### src/rtl/ser_dac_pkg.sv
package ser_dac_pkg;

  typedef enum logic [2:0] {
    ACT_NONE,
    ACT_LOAD_BOTH,
    ACT_LOAD_STAGE,
    ACT_COPY,
    ACT_SLEEP
  } act_e;

  // Command decode: priority matters because 111 and 011 overlap the x11 group
  function automatic act_e decode_cmd(input logic [2:0] cmd);
    act_e a;
    if (cmd == 3'b111)           a = ACT_SLEEP;
    else if (cmd == 3'b011)      a = ACT_NONE;
    else if (cmd[1:0] == 2'b10)  a = ACT_COPY;
    else if (cmd[1:0] == 2'b01)  a = ACT_LOAD_STAGE;
    else                         a = ACT_LOAD_BOTH;
    return a;
  endfunction

endpackage

### src/rtl/ser_dac_sync.sv
module ser_dac_sync #(
  parameter int WIDTH  = 3,
  parameter int STAGES = 2,
  parameter logic [WIDTH-1:0] RST_VAL = '0
) (
  input  logic             clk,
  input  logic             rst,
  input  logic [WIDTH-1:0] async_i,
  output logic [WIDTH-1:0] sync_o
);

  logic [WIDTH-1:0] stg [STAGES];

  always_ff @(posedge clk) begin
    if (rst) stg[0] <= RST_VAL;
    else     stg[0] <= async_i;
  end

  for (genvar i = 1; i < STAGES; i++) begin : g_stage
    always_ff @(posedge clk) begin
      if (rst) stg[i] <= RST_VAL;
      else     stg[i] <= stg[i-1];
    end
  end

  assign sync_o = stg[STAGES-1];

endmodule

### src/rtl/ser_dac_rx.sv
module ser_dac_rx #(
  parameter int FRAME_W = 16
) (
  input  logic               clk,
  input  logic               rst,
  input  logic               cs_n_s,
  input  logic               sclk_s,
  input  logic               din_s,
  output logic               frame_stb,
  output logic [FRAME_W-1:0] frame_word
);

  localparam int CNT_W = $clog2(FRAME_W) + 2;
  localparam logic [CNT_W-1:0] CNT_MAX = '1;
  localparam logic [CNT_W-1:0] CNT_FULL = CNT_W'(FRAME_W);

  logic               sclk_q, cs_q;
  logic [CNT_W-1:0]   bit_cnt;
  logic [FRAME_W-1:0] shreg;
  logic               sclk_rise, cs_rise;

  assign sclk_rise = sclk_s & ~sclk_q;
  assign cs_rise   = cs_n_s & ~cs_q;

  always_ff @(posedge clk) begin
    if (rst) begin
      sclk_q     <= 1'b0;
      cs_q       <= 1'b1;
      bit_cnt    <= '0;
      shreg      <= '0;
      frame_stb  <= 1'b0;
      frame_word <= '0;
    end else begin
      sclk_q    <= sclk_s;
      cs_q      <= cs_n_s;
      frame_stb <= 1'b0;
      if (cs_n_s) begin
        bit_cnt <= '0;
      end else if (sclk_rise) begin
        shreg <= {shreg[FRAME_W-2:0], din_s};
        if (bit_cnt != CNT_MAX) bit_cnt <= bit_cnt + 1'b1;
      end
      if (cs_rise && bit_cnt == CNT_FULL) begin
        frame_stb  <= 1'b1;
        frame_word <= shreg;
      end
    end
  end

endmodule

### src/rtl/ser_dac_core.sv
module ser_dac_core
  import ser_dac_pkg::*;
#(
  parameter int CMD_W  = 3,
  parameter int CODE_W = 10,
  parameter int SUB_W  = 3,
  localparam int FRAME_W = CMD_W + CODE_W + SUB_W
) (
  input  logic               clk,
  input  logic               rst,
  input  logic               frame_stb,
  input  logic [FRAME_W-1:0] frame_word,
  output logic [CODE_W-1:0]  dac_code,
  output logic               shutdown,
  output logic               warn,
  output logic               wake
);

  logic [CMD_W-1:0]  cmd;
  logic [CODE_W-1:0] code;
  logic [SUB_W-1:0]  sub;
  logic [CODE_W-1:0] stage_q;
  act_e              act;

  assign cmd  = frame_word[FRAME_W-1 -: CMD_W];
  assign code = frame_word[SUB_W +: CODE_W];
  assign sub  = frame_word[SUB_W-1:0];
  assign act  = decode_cmd(cmd[2:0]);

  // Wake is combinational so the settle timer restarts on the same edge
  assign wake = frame_stb && shutdown &&
                (act == ACT_COPY || act == ACT_LOAD_BOTH);

  always_ff @(posedge clk) begin
    if (rst) begin
      stage_q  <= '0;
      dac_code <= '0;
      shutdown <= 1'b0;
      warn     <= 1'b0;
    end else if (frame_stb) begin
      if (sub != '0) warn <= 1'b1;
      unique case (act)
        ACT_LOAD_BOTH: begin
          stage_q  <= code;
          dac_code <= code;
          shutdown <= 1'b0;
        end
        ACT_LOAD_STAGE: stage_q <= code;
        ACT_COPY: begin
          dac_code <= stage_q;
          shutdown <= 1'b0;
        end
        ACT_SLEEP: shutdown <= 1'b1;
        default: ;
      endcase
    end
  end

endmodule

### src/rtl/ser_dac_settle.sv
module ser_dac_settle #(
  parameter int CYCLES = 5000,
  localparam int CNT_W = (CYCLES > 1) ? $clog2(CYCLES) : 1
) (
  input  logic clk,
  input  logic rst,
  input  logic restart,
  output logic done
);

  localparam logic [CNT_W-1:0] LAST = CNT_W'(CYCLES - 1);

  logic [CNT_W-1:0] cnt;

  always_ff @(posedge clk) begin
    if (rst || restart) begin
      cnt  <= '0;
      done <= 1'b0;
    end else if (!done) begin
      if (cnt == LAST) done <= 1'b1;
      else             cnt  <= cnt + 1'b1;
    end
  end

endmodule

### src/rtl/ser_dac_front.sv
module ser_dac_front #(
  parameter int CODE_W      = 10,
  parameter int CMD_W       = 3,
  parameter int SUB_W       = 3,
  parameter int SYNC_STAGES = 2,
  parameter int CLK_MHZ     = 250,
  parameter int SETTLE_US   = 20
) (
  input  logic              clk,
  input  logic              rst,
  input  logic              cs_n,
  input  logic              sclk,
  input  logic              din,
  output logic [CODE_W-1:0] dac_code,
  output logic              shutdown,
  output logic              settled,
  output logic              subbit_warn
);

  localparam int FRAME_W       = CMD_W + CODE_W + SUB_W;
  localparam int SETTLE_CYCLES = CLK_MHZ * SETTLE_US;

  logic [2:0]         pins_s;
  logic               frame_stb;
  logic [FRAME_W-1:0] frame_word;
  logic               wake, settle_done;

  ser_dac_sync #(.WIDTH(3), .STAGES(SYNC_STAGES), .RST_VAL(3'b100)) u_sync (
    .clk(clk), .rst(rst), .async_i({cs_n, sclk, din}), .sync_o(pins_s)
  );

  ser_dac_rx #(.FRAME_W(FRAME_W)) u_rx (
    .clk(clk), .rst(rst),
    .cs_n_s(pins_s[2]), .sclk_s(pins_s[1]), .din_s(pins_s[0]),
    .frame_stb(frame_stb), .frame_word(frame_word)
  );

  ser_dac_core #(.CMD_W(CMD_W), .CODE_W(CODE_W), .SUB_W(SUB_W)) u_core (
    .clk(clk), .rst(rst), .frame_stb(frame_stb), .frame_word(frame_word),
    .dac_code(dac_code), .shutdown(shutdown), .warn(subbit_warn), .wake(wake)
  );

  ser_dac_settle #(.CYCLES(SETTLE_CYCLES)) u_settle (
    .clk(clk), .rst(rst), .restart(wake), .done(settle_done)
  );

  assign settled = settle_done & ~shutdown;

endmodule

### config.mk
export PLATFORM = sky130hd
export DESIGN_NAME = ser_dac_front
export DESIGN_NICKNAME = d
export VERILOG_FILES = /design/src/rtl/ser_dac_pkg.sv /design/src/rtl/ser_dac_sync.sv /design/src/rtl/ser_dac_rx.sv /design/src/rtl/ser_dac_core.sv /design/src/rtl/ser_dac_settle.sv /design/src/rtl/ser_dac_front.sv
export SDC_FILE = /design/constraint.sdc
export NUM_CORES = 1
export LEC_CHECK = 0
export ABC_AREA = 1
export BUFFER_PORTS_ARGS = -buffer_cell sky130_fd_sc_hd__clkbuf_2
export CELL_PAD_IN_SITES_DETAIL_PLACEMENT = 0
export CELL_PAD_IN_SITES_GLOBAL_PLACEMENT = 1
export CORE_ASPECT_RATIO = 0.6
export CORE_UTILIZATION = 39
export CTS_BUF_LIST = sky130_fd_sc_hd__clkbuf_8
export DETAILED_ROUTE_END_ITERATION = 8
export GPL_ROUTABILITY_DRIVEN = 0
export PLACE_DENSITY = 0.78
export SLEW_MARGIN = 20
export SYNTH_ARGS = -nofsm -noshare
export SYNTH_HDL_FRONTEND = slang
export SYNTH_SLANG_ARGS = --single-unit
### constraint.sdc
create_clock -name clk -period 1.8 [get_ports clk]
set_input_delay 0 -clock clk [delete_from_list [all_inputs] [get_ports clk]]
set_output_delay 0 -clock clk [all_outputs]
set_load 0.1 [all_outputs]
==> impl_metrics.ini <==
[run_status]
status = complete, no violations

[clock_tree]
cts_root_buf = clkbuf_8
cts.htree.levels = 3
cts_made_buffers = 9
cts_tree = built
clock_latency_ps = 360
cts_buffer_depth = 2
cts_setup_buffers = 0
cts.sink_count = 83
clk_pin_slew_ps = 90

[logic_synthesis]
synth.ff_latch_count = 83
synth.avg_cell_area_um2 = 7.51
syn-cell-area_mm2 = 0.00336
synth_nets = 456
synth-seq-area-share_pct = 49.4
syn_inst = 448
synth_warnings = 0
post_synth_num_cell_types = 27

[sta]
fin_crit_ps = 1580
hold_ws_ps = 145
finalHoldViolCount = 0
setup-tns-final_ps = 0
setup_viol = 0
fmax_ghz = 0.631
slew_viol_final = 0
rsz0062_at_grt = false
clock_skew_ps = 7.16
min_period_over_period_pct = 88.1
max_slew.worst_pin.slew_ps = 894
relSlewSlack_pct = 40.4

[cells_and_area]
final_core_util_pct = 46.5
layout_common_cells = dfxtp_1 (83), a21oi_1 (75), nand2_1 (64)
synthToLayoutAreaGrowth_pct = 11.9
design_area_mm2 = 0.00377
final_common_cell = dfxtp_1
n_fill_cell = 795
multi_input_area_mm2 = 0.00138
register_area_mm2 = 0.00166
drive_gt1_share_pct = 13.0
insertedDiodeCount = 0
fin_nets = 474

[global_routing]
grt_pass1_vias = 2358
grt_pass1_wl_um = 11600
grt_max_degree = 33
overflow = 0
antenna_found_initial = 0
grt_use_total_pct = 16.8

[setup_path]
crit_top_cell = inv_1
worstSetupPathType = register to register
path_delay_family = flip-flops
crit_path_cell_trace = inv_1 > ha_1 > nand2_1 > nor2_1 > nand3_1 > inv_1 > o21ai_0 > a21oi_1
critical_path.max_fanout = 12
slowest_stage = dfxtp_1
cp.depth = 8
end_kind = register
setup.worst_path.start_class = register
required_ps = 2050
cpPeakStageDelay_ps = 440
path_buf_inv = 2
rr_worst_depth = 8
arrival_ps = 1830

[route]
remaining_drc_errors = 0
vias = 2809
wl_per_cell_um = 11.9
drtIter0Drc = 270
via_per_inst = 4.85
firstDrtPassIters = 5
ant_nets = 0
wirelength_um = 6890

[floorplanning]
die_h_um = 73.9
die-area_mm2 = 0.00901
die_x_um = 122
row_count = 25
start_util_pct = 41.5
io_pins = 18
placeableCoreArea_mm2 = 0.00810

[min_path]
hold_depth = 2
hold_class = primary input to register

[run]
cap_violations = 0

[power]
p_leak_nw = 1.43
peakVddDrop_mv = 0.323
finalPower_w = 0.00328
powerDensity_mw_per_mm2 = 870

[placed_design]
hpwl_um = 4730
placed_cell_area_mm2 = 0.00354
portBuffers = 17
==> report_power, final <==
| part | internal (W) | switching [W] | leakage [nW] |
|---|---|---|---|
| Clock | 0.000625 | 0.000688 | 0.103 |
| Sequential | 0.00185 | 0.0000138 | 0.671 |
| Combinational | 0.0000348 | 0.0000616 | 0.657 |
==> state kept, by name, indices dropped and copies added (netlist names), 6 cells and up <==
name             flops
u_core.stage_q      10
u_settle.cnt        13
u_sync.stg           6
u_core.dac_code     10
u_rx.bit_cnt         6
u_rx.shreg          16
u_rx.frame_word     16
==> cell usage after synthesis, drive strengths merged <==
cell type	instances	area [um2]
clkinv	1	3.75
nand4	4	25.0
nand3	20	113
clkbuf	9	35.0
nand2	66	258
xor2	3	26.3
o21ai	58	290
ha	3	37.5
or2	3	18.8
nand3b	2	15.0
buf	9	50.0
dfxtp	83	1660
a21oi	75	375
a211oi	1	7.51
nor2	45	196
nor3	3	15.0
inv	63	236
==> final timing paths <==
path                                  startpoint            endpoint  slack (ps)
worst min-delay path                         rst  u_core.dac_code[1]         150
worst min register to register  u_sync.stg[0][0]    u_sync.stg[1][0]         410
worst max register to register   u_rx.bit_cnt[0]  u_rx.frame_word[1]         220
worst max-delay path             u_rx.bit_cnt[0]  u_rx.frame_word[1]         220
==> timing repair <==
item,4_1_cts,5_1_grt
endpoints found under the hold margin,3,0
resized for setup,0,0
hold buffers,3,0
endpoints found under the setup margin,0,0
==> per-stage QoR <==
stage                     cells  setup WS [ps]
after floorplan             448            160
after global placement      560            236
after detailed placement    560            220
after CTS                   579            202
after global routing        579           25.0
final                       579            215
==> final cells by class <==
type	count	area share [%]
inverters	64	6.38
well taps	108	3.59
clock inverters	4	0.831
repair buffers	25	4.05
flip-flops and latches	83	44.1
multi-input cells	283	36.6
clock buffers	12	4.39
==> worst reg2reg max path, stage by stage, from the launching register on <==
cell and delay (ps):
dfxtp_1 440, inv_1 70, ha_1 200, nand2_1 60, nor2_1 40, nand3_1 190
inv_1 210, o21ai_0 230, a21oi_1 60
==> routing by layer <==
layer / track usage, % / wire (um) / vias up
met5: 0 / 0 / -
met4: 6.17 / 85 / 0
met3: 5.29 / 339 / 7
met2: 20.5 / 2410 / 58
met1: 26.4 / 4050 / 1263
li1: - / - / 1481
==> cell families (layout without fill, tap and decap cells) <==
| kind of cell | after synthesis | after routing | share of synthesized area, % |
|---|---|---|---|
| AOI/OAI and AO/OA | 134 | 134 | 20.0 |
| xor gates and xnor gates | 3 | 3 | 0.781 |
| adders and majority gates | 3 | 3 | 1.12 |
| buffers and inverters | 82 | 105 | 9.67 |
| DFF | 83 | 83 | 49.4 |
| and+or+nand+nor | 143 | 143 | 19.0 |
No activity file was read; power rests on OpenSTA's default activity.
